<file path="src/rtl/dflt_ack_pkg.sv">
package dflt_ack_pkg;

  localparam int CFG_W     = 16;
  localparam int WS_W      = 4;
  localparam int WS_LSB    = 10;
  localparam int BURST_BIT = 9;
  localparam int CORE_BIT  = 8;
  localparam int PSZ_LSB   = 6;
  localparam int EXTM_BIT  = 5;
  localparam int WRH_BIT   = 3;
  localparam int RDH_BIT   = 2;

  // Writable bits: 13..5 and 3..2.
  localparam logic [CFG_W-1:0] CFG_WMASK =
      (((CFG_W)'(1) << (WS_LSB + WS_W)) - (CFG_W)'(1 << EXTM_BIT)) |
      (CFG_W)'(1 << WRH_BIT) | (CFG_W)'(1 << RDH_BIT);

  typedef enum logic [1:0] {
    TERM_COUNT = 2'd0,  // processor, count or early external ack
    TERM_WAIT  = 2'd1,  // external ack only
    TERM_DRIVE = 2'd2   // external master, block drives the ack
  } term_mode_t;

  function automatic term_mode_t pick_mode(input logic ext_mstr,
                                           input logic core_auto,
                                           input logic ext_auto);
    if (ext_mstr) return ext_auto ? TERM_DRIVE : TERM_WAIT;
    return core_auto ? TERM_COUNT : TERM_WAIT;
  endfunction

endpackage

</file>
<file path="src/rtl/dack_cfg_reg.sv">
module dack_cfg_reg
  import dflt_ack_pkg::*;
#(
  parameter int              W     = CFG_W,
  parameter logic [W-1:0]    WMASK = CFG_WMASK
) (
  input  logic         clk,
  input  logic         rst_n,
  input  logic         wr_en,
  input  logic [W-1:0] wr_data,
  output logic [W-1:0] cfg_q
);

  logic [W-1:0] cfg_d;

  always_comb begin
    cfg_d = cfg_q;
    if (wr_en) cfg_d = wr_data & WMASK;
  end

  always_ff @(posedge clk or negedge rst_n) begin
    if (!rst_n)     cfg_q <= '0;
    else if (wr_en) cfg_q <= cfg_d;
  end

  assert_cfg_write_R2: assert property (@(posedge clk) disable iff (!rst_n)
    wr_en |=> (cfg_q == ($past(wr_data) & WMASK)));

  assert_cfg_hold_R2: assert property (@(posedge clk) disable iff (!rst_n)
    !wr_en |=> $stable(cfg_q));

endmodule

</file>
<file path="src/rtl/dack_wait_ctr.sv">
module dack_wait_ctr #(
  parameter int CW = 4
) (
  input  logic          clk,
  input  logic          rst_n,
  input  logic          load,
  input  logic [CW-1:0] load_val,
  input  logic          run,
  output logic          zero
);

  logic [CW-1:0] cnt_q, cnt_d;
  logic          cnt_en;

  always_comb begin
    cnt_en = load | run;
    cnt_d  = load ? load_val : (cnt_q - CW'(1));
    zero   = (cnt_q == '0);
  end

  always_ff @(posedge clk or negedge rst_n) begin
    if (!rst_n)      cnt_q <= '0;
    else if (cnt_en) cnt_q <= cnt_d;
  end

  assert_ctr_decrement_R3: assert property (@(posedge clk) disable iff (!rst_n)
    (run && !load && cnt_q != '0) |=> (cnt_q == $past(cnt_q) - CW'(1)));

  assert_ctr_reload_R8: assert property (@(posedge clk) disable iff (!rst_n)
    load |=> (cnt_q == $past(load_val)));

endmodule

</file>
<file path="src/rtl/dack_seq.sv">
module dack_seq
  import dflt_ack_pkg::*;
(
  input  logic clk,
  input  logic rst_n,
  input  logic cyc_start,
  input  logic cyc_ext_mstr,
  input  logic core_auto,
  input  logic ext_auto,
  input  logic ext_ack_in,
  input  logic cnt_zero,
  output logic cnt_load,
  output logic cnt_run,
  output logic cyc_done,
  output logic ack_drive,
  output logic ack_oe
);

  logic       busy_q, busy_d;
  term_mode_t mode_q, mode_d;
  logic       term_hit;

  always_comb begin
    unique case (mode_q)
      TERM_COUNT: term_hit = cnt_zero | ext_ack_in;
      TERM_WAIT:  term_hit = ext_ack_in;
      TERM_DRIVE: term_hit = cnt_zero;
      default:    term_hit = 1'b0;
    endcase
    cyc_done  = busy_q & term_hit;
    ack_oe    = busy_q & (mode_q == TERM_DRIVE);
    ack_drive = ack_oe & cnt_zero;
    cnt_load  = cyc_start;
    cnt_run   = busy_q & ~cnt_zero;

    busy_d = busy_q;
    mode_d = mode_q;
    if (cyc_start) begin
      busy_d = 1'b1;
      mode_d = pick_mode(cyc_ext_mstr, core_auto, ext_auto);
    end else if (cyc_done) begin
      busy_d = 1'b0;
    end
  end

  always_ff @(posedge clk or negedge rst_n) begin
    if (!rst_n) begin
      busy_q <= 1'b0;
      mode_q <= TERM_COUNT;
    end else begin
      busy_q <= busy_d;
      if (cyc_start) mode_q <= mode_d;
    end
  end

  assert_single_done_R8: assert property (@(posedge clk) disable iff (!rst_n)
    (cyc_done && !cyc_start) |=> !cyc_done);

  assert_wait_needs_ack_R5: assert property (@(posedge clk) disable iff (!rst_n)
    (cyc_done && mode_q == TERM_WAIT) |-> ext_ack_in);

  assert_drive_ends_cycle_R6: assert property (@(posedge clk) disable iff (!rst_n)
    ack_drive |-> (cyc_done && cnt_zero));

  assert_core_no_oe_R10: assert property (@(posedge clk) disable iff (!rst_n)
    (cyc_start && !cyc_ext_mstr) |=> !ack_oe);

endmodule

</file>
<file path="src/rtl/dflt_ack_gen.sv">
module dflt_ack_gen
  import dflt_ack_pkg::*;
(
  input  logic             clk,
  input  logic             rst_n,
  input  logic             cyc_start,
  input  logic             cyc_ext_mstr,
  input  logic             ext_ack_in,
  input  logic             cfg_wr_en,
  input  logic [CFG_W-1:0] cfg_wr_data,
  output logic [CFG_W-1:0] cfg_rd_data,
  output logic             cyc_done,
  output logic             ack_drive,
  output logic             ack_oe
);

  // Reset asserts asynchronously and is released on a clock edge.
  logic [1:0] rst_sync_q;
  logic       rst_n_int;

  always_ff @(posedge clk or negedge rst_n) begin
    if (!rst_n) rst_sync_q <= 2'b00;
    else        rst_sync_q <= {rst_sync_q[0], 1'b1};
  end
  assign rst_n_int = rst_sync_q[1];

  logic [CFG_W-1:0] cfg_q;
  logic             cnt_load, cnt_run, cnt_zero;

  dack_cfg_reg #(.W(CFG_W), .WMASK(CFG_WMASK)) u_cfg (
    .clk     (clk),
    .rst_n   (rst_n_int),
    .wr_en   (cfg_wr_en),
    .wr_data (cfg_wr_data),
    .cfg_q   (cfg_q)
  );

  dack_wait_ctr #(.CW(WS_W)) u_ctr (
    .clk      (clk),
    .rst_n    (rst_n_int),
    .load     (cnt_load),
    .load_val (cfg_q[WS_LSB +: WS_W]),
    .run      (cnt_run),
    .zero     (cnt_zero)
  );

  dack_seq u_seq (
    .clk          (clk),
    .rst_n        (rst_n_int),
    .cyc_start    (cyc_start),
    .cyc_ext_mstr (cyc_ext_mstr),
    .core_auto    (cfg_q[CORE_BIT]),
    .ext_auto     (cfg_q[EXTM_BIT]),
    .ext_ack_in   (ext_ack_in),
    .cnt_zero     (cnt_zero),
    .cnt_load     (cnt_load),
    .cnt_run      (cnt_run),
    .cyc_done     (cyc_done),
    .ack_drive    (ack_drive),
    .ack_oe       (ack_oe)
  );

  assign cfg_rd_data = cfg_q;

  assert_oe_covers_drive_R10: assert property (@(posedge clk) disable iff (!rst_n_int)
    ack_drive |-> ack_oe);

  assert_reserved_zero_R2: assert property (@(posedge clk) disable iff (!rst_n_int)
    (cfg_rd_data & ~CFG_WMASK) == '0);

endmodule

</file>
<file path="config.mk">
export PLATFORM = sky130hd
export DESIGN_NAME = dflt_ack_gen
export DESIGN_NICKNAME = d
export VERILOG_FILES = /design/src/rtl/dflt_ack_pkg.sv /design/src/rtl/dack_cfg_reg.sv /design/src/rtl/dack_wait_ctr.sv /design/src/rtl/dack_seq.sv /design/src/rtl/dflt_ack_gen.sv
export SDC_FILE = /design/constraint.sdc
export NUM_CORES = 1
export LEC_CHECK = 0
export BUFFER_PORTS_ARGS = -buffer_cell sky130_fd_sc_hd__buf_2
export CORE_MARGIN = 3
export CORE_UTILIZATION = 44
export CTS_CLUSTER_SIZE = 14
export DETAILED_ROUTE_END_ITERATION = 7
export PLACE_DENSITY = 0.75
export SYNTH_ARGS = -nofsm -noshare
export SYNTH_HDL_FRONTEND = slang
export SYNTH_SLANG_ARGS = --single-unit
</file>
<file path="constraint.sdc">
create_clock -name clk -period 2 [get_ports clk]
set_input_delay 0.5 -clock clk [delete_from_list [all_inputs] [get_ports clk]]
set_output_delay 0.5 -clock clk [all_outputs]
set_load 0.005 [all_outputs]
</file>
==> out/metrics.cfg <==
[finish]
drive_gt1_share_pct = 51.8
fin_nets = 134
n_antenna_cell = 0
syn_to_final_growth_pct = 24.2

[floorplan]
core_area_mm2 = 0.00198
initial_core_util_pct = 47.0
core.rowCount = 16
die_h_um = 52.0
die_w_um = 52.0
ioPinCount = 41
dieArea_mm2 = 0.00270

[sta]
slew-limit-headroom_pct = 52.5
setup_ws_ns = -0.164
worst_slew_pin_slew_ns = 0.712
clock.fmax_ghz = 0.462
skew_ns = 0.00145
finalCritPeriodShare_pct = 108
hold_viol = 0
rsz0062_at_grt = true
whs_ns = 0.300
setup_viol = 2
min_period_ns = 2.16
final_max_slew_viol_count = 0

[worst_setup_path]
cp.required_ns = 1.50
crit_arrival_ns = 1.66
path_cells = inv_2, ha_4, or3b_4, a2bb2oi_2, nor2b_1, buf_2
critPathMaxStageDelay_ns = 0.40
worstPathMaxFanout = 3
start_kind = flop
crit_type = flop to output pin
setup.worst_path.end_class = output pin
slowest_stage = dfrtp_1

[logic_synthesis]
yosysMostFrequentCell = dfrtp_1
synth_top_area_cell = dfrtp_1
netlist.area_leader.share_pct = 53.8
synth.distinct_cells = 26
syn_area_per_cell_um2 = 12.1
ys_ff_latch = 20
synth_edf_count = 0
synth_cells = 77
synthFlopType = dfrtp_1
async_flop_share_pct = 100
syn_area_um2 = 931
synth.cells.most_frequent = 20 x dfrtp_1, 12 x mux2_2, 7 x buf_4
synth_warnings = 0
yosysSeqAreaShare_pct = 53.8
synth_area_leaders = dfrtp_1 54%, mux2_2 15%, buf_4 5.6%, mux2i_1 2.2%, nand2_1 2.0%

[clock_tree]
numCtsBuffers = 3
cts_tree = done
clk_path_buf_depth = 2
cts.clk_slew.worst_paths_ns = 0.11
clk_latency_ns = 0.30
cts_root_buffer = clkbuf_4
cts_num_sinks = 20
htree_levels = 1

[worst_hold_path]
hp-class = flop to async pin

[route]
routed_wl_um = 1610
route.detailed.drc = 0
drt-pass1-iter-count = 3
routedWlPerCell_um = 11.8
antenna_left = 0
drt_iter0_drc = 1
routed-via-count = 660
vias_per_cell = 4.82

[placement]
routabilityCongestion = 0.774
portBuffers = 30
dpl.hpwl_um = 1260

[global_routing]
grt_max_degree = 19
antenna_found_initial = 0
grt_pass1_wl_um = 2790
grt_pass1_vias = 673
grt_usage_pct = 13.8
grt-ovfl-total = 0

[run_status]
status = finished with violations
violations = negative setup slack

[power_and_ir_drop]
power_w = 0.000970
p_leak_nw = 0.563
ir_drop_uv = 556
power_density_mw_per_mm2 = 839

[flow_run]
maxCapViolations = 0

logic make-up (layout without fill, tap and decap cells):
family	Yosys count	count (layout)	share of synthesized area (%)
fa+ha+maj	1	1	1.34
simple gates	17	17	10.5
flops	20	20	53.8
other cells	2	6	0.807
compound gates	9	9	7.26
buf+inv	14	43	9.68
mux	14	14	16.7
final timing paths:
| check | from | endpoint | slack, ns | depth (start not counted) |
|---|---|---|---|---|
| max | u_ctr.cnt_q[1] | cyc_done | -0.16 | 6 |
| min in group clk | rst_sync_q[0] | rst_sync_q[1] | 0.36 | 0 |
| max in group asynchronous | rst_sync_q[1] | u_ctr.cnt_q[3] | 1.25 | 0 |
| min | rst_sync_q[1] | u_cfg.cfg_q[7] | 0.30 | 0 |
| min reg2reg | rst_sync_q[1] | u_cfg.cfg_q[7] | 0.30 | 0 |
| max reg2reg | u_ctr.cnt_q[1] | u_ctr.cnt_q[0] | 0.44 | 6 |
report_power, final:
part	leakage (nW)	internal [W]	total (W)	switching (W)
logic	0.306	0.000144	0.000238	0.0000933
clock network	0.0210	0.000111	0.000231	0.000120
registers	0.236	0.000455	0.000501	0.0000459
area by class of cell:
class	count	area [um2]
repair buffers	36	198
clock buffers	4	36.3
fillers	189	826
well taps	27	33.8
inverters	3	11.3
multi-input cells	47	377
flip-flops and latches	20	500
critical path, delay by kind of cell, from the launching register on:
family                     cells  cell delay, ns
and+or+nand+nor                2            0.50
DFF                            1            0.40
buffers and inverters          2            0.20
AOI/OAI and AO/OA              1            0.14
adders and majority gates      1            0.13
cells in the final DEF, fill, tap and decap left out:
cell type	instances
a211o_1	1
a21o_1	1
a21oi_1	1
a221o_1	1
a2bb2oi_2	1
a32oi_1	1
and4b_2	1
buf_2	30
buf_4	5
clkbuf_4	3
clkbuf_8	1
conb_1	6
dfrtp_1	20
dlygate4sd3_1	1
ha_4	1
inv_1	1
inv_2	2
mux2_2	12
mux2i_1	2
nand2_1	5
nand3_1	1
nor2_1	2
nor2b_1	2
nor3_1	2
nor3b_1	2
nor4b_1	1
o21ai_0	2
o311ai_0	1
or3b_4	1
timing repair:
item / in CTS / in global routing
hold endpoints to repair: 2 / 0
gates resized for setup: 6 / 0
setup endpoints to repair: 2 / 2
pin swaps: 1 / 0
hold buffers: 1 / 0
setup buffers: 2 / 1
layer usage:
layer  global-route usage (%)  up-vias  part of all wire (%)
li1                         -      325                     -
met4                     6.55        0                   1.5
met3                     2.58        4                   6.9
met5                        0        -                     0
met2                     22.4       26                    47
met1                     17.7      305                    45
state kept, by name, summed over array words and instances (netlist names):
| signal | flops |
|---|---|
| u_seq.busy_q | 1 |
| u_seq.mode_q | 2 |
| u_ctr.cnt_q | 4 |
| u_cfg.cfg_q | 11 |
| rst_sync_q | 2 |
per-stage QoR:
| step | setup WS [ns] | utilization, % | std cells | instance area (um2) | setup TNS (ns) |
|---|---|---|---|---|---|
| final | -0.164 | 58.3 | 137 | 1160 | -0.275 |
| after floorplan | 0.140 | - | 81 | 946 | 0 |
| after detailed placement | 0.0725 | 53.8 | 129 | 1070 | 0 |
| after CTS | -0.165 | 58.0 | 136 | 1150 | -0.286 |
| after global routing | -0.234 | 58.3 | 137 | 1160 | -0.446 |
| after global placement | 0.102 | 53.8 | 129 | 1070 | 0 |
No activity file was read; power rests on OpenSTA's default activity.
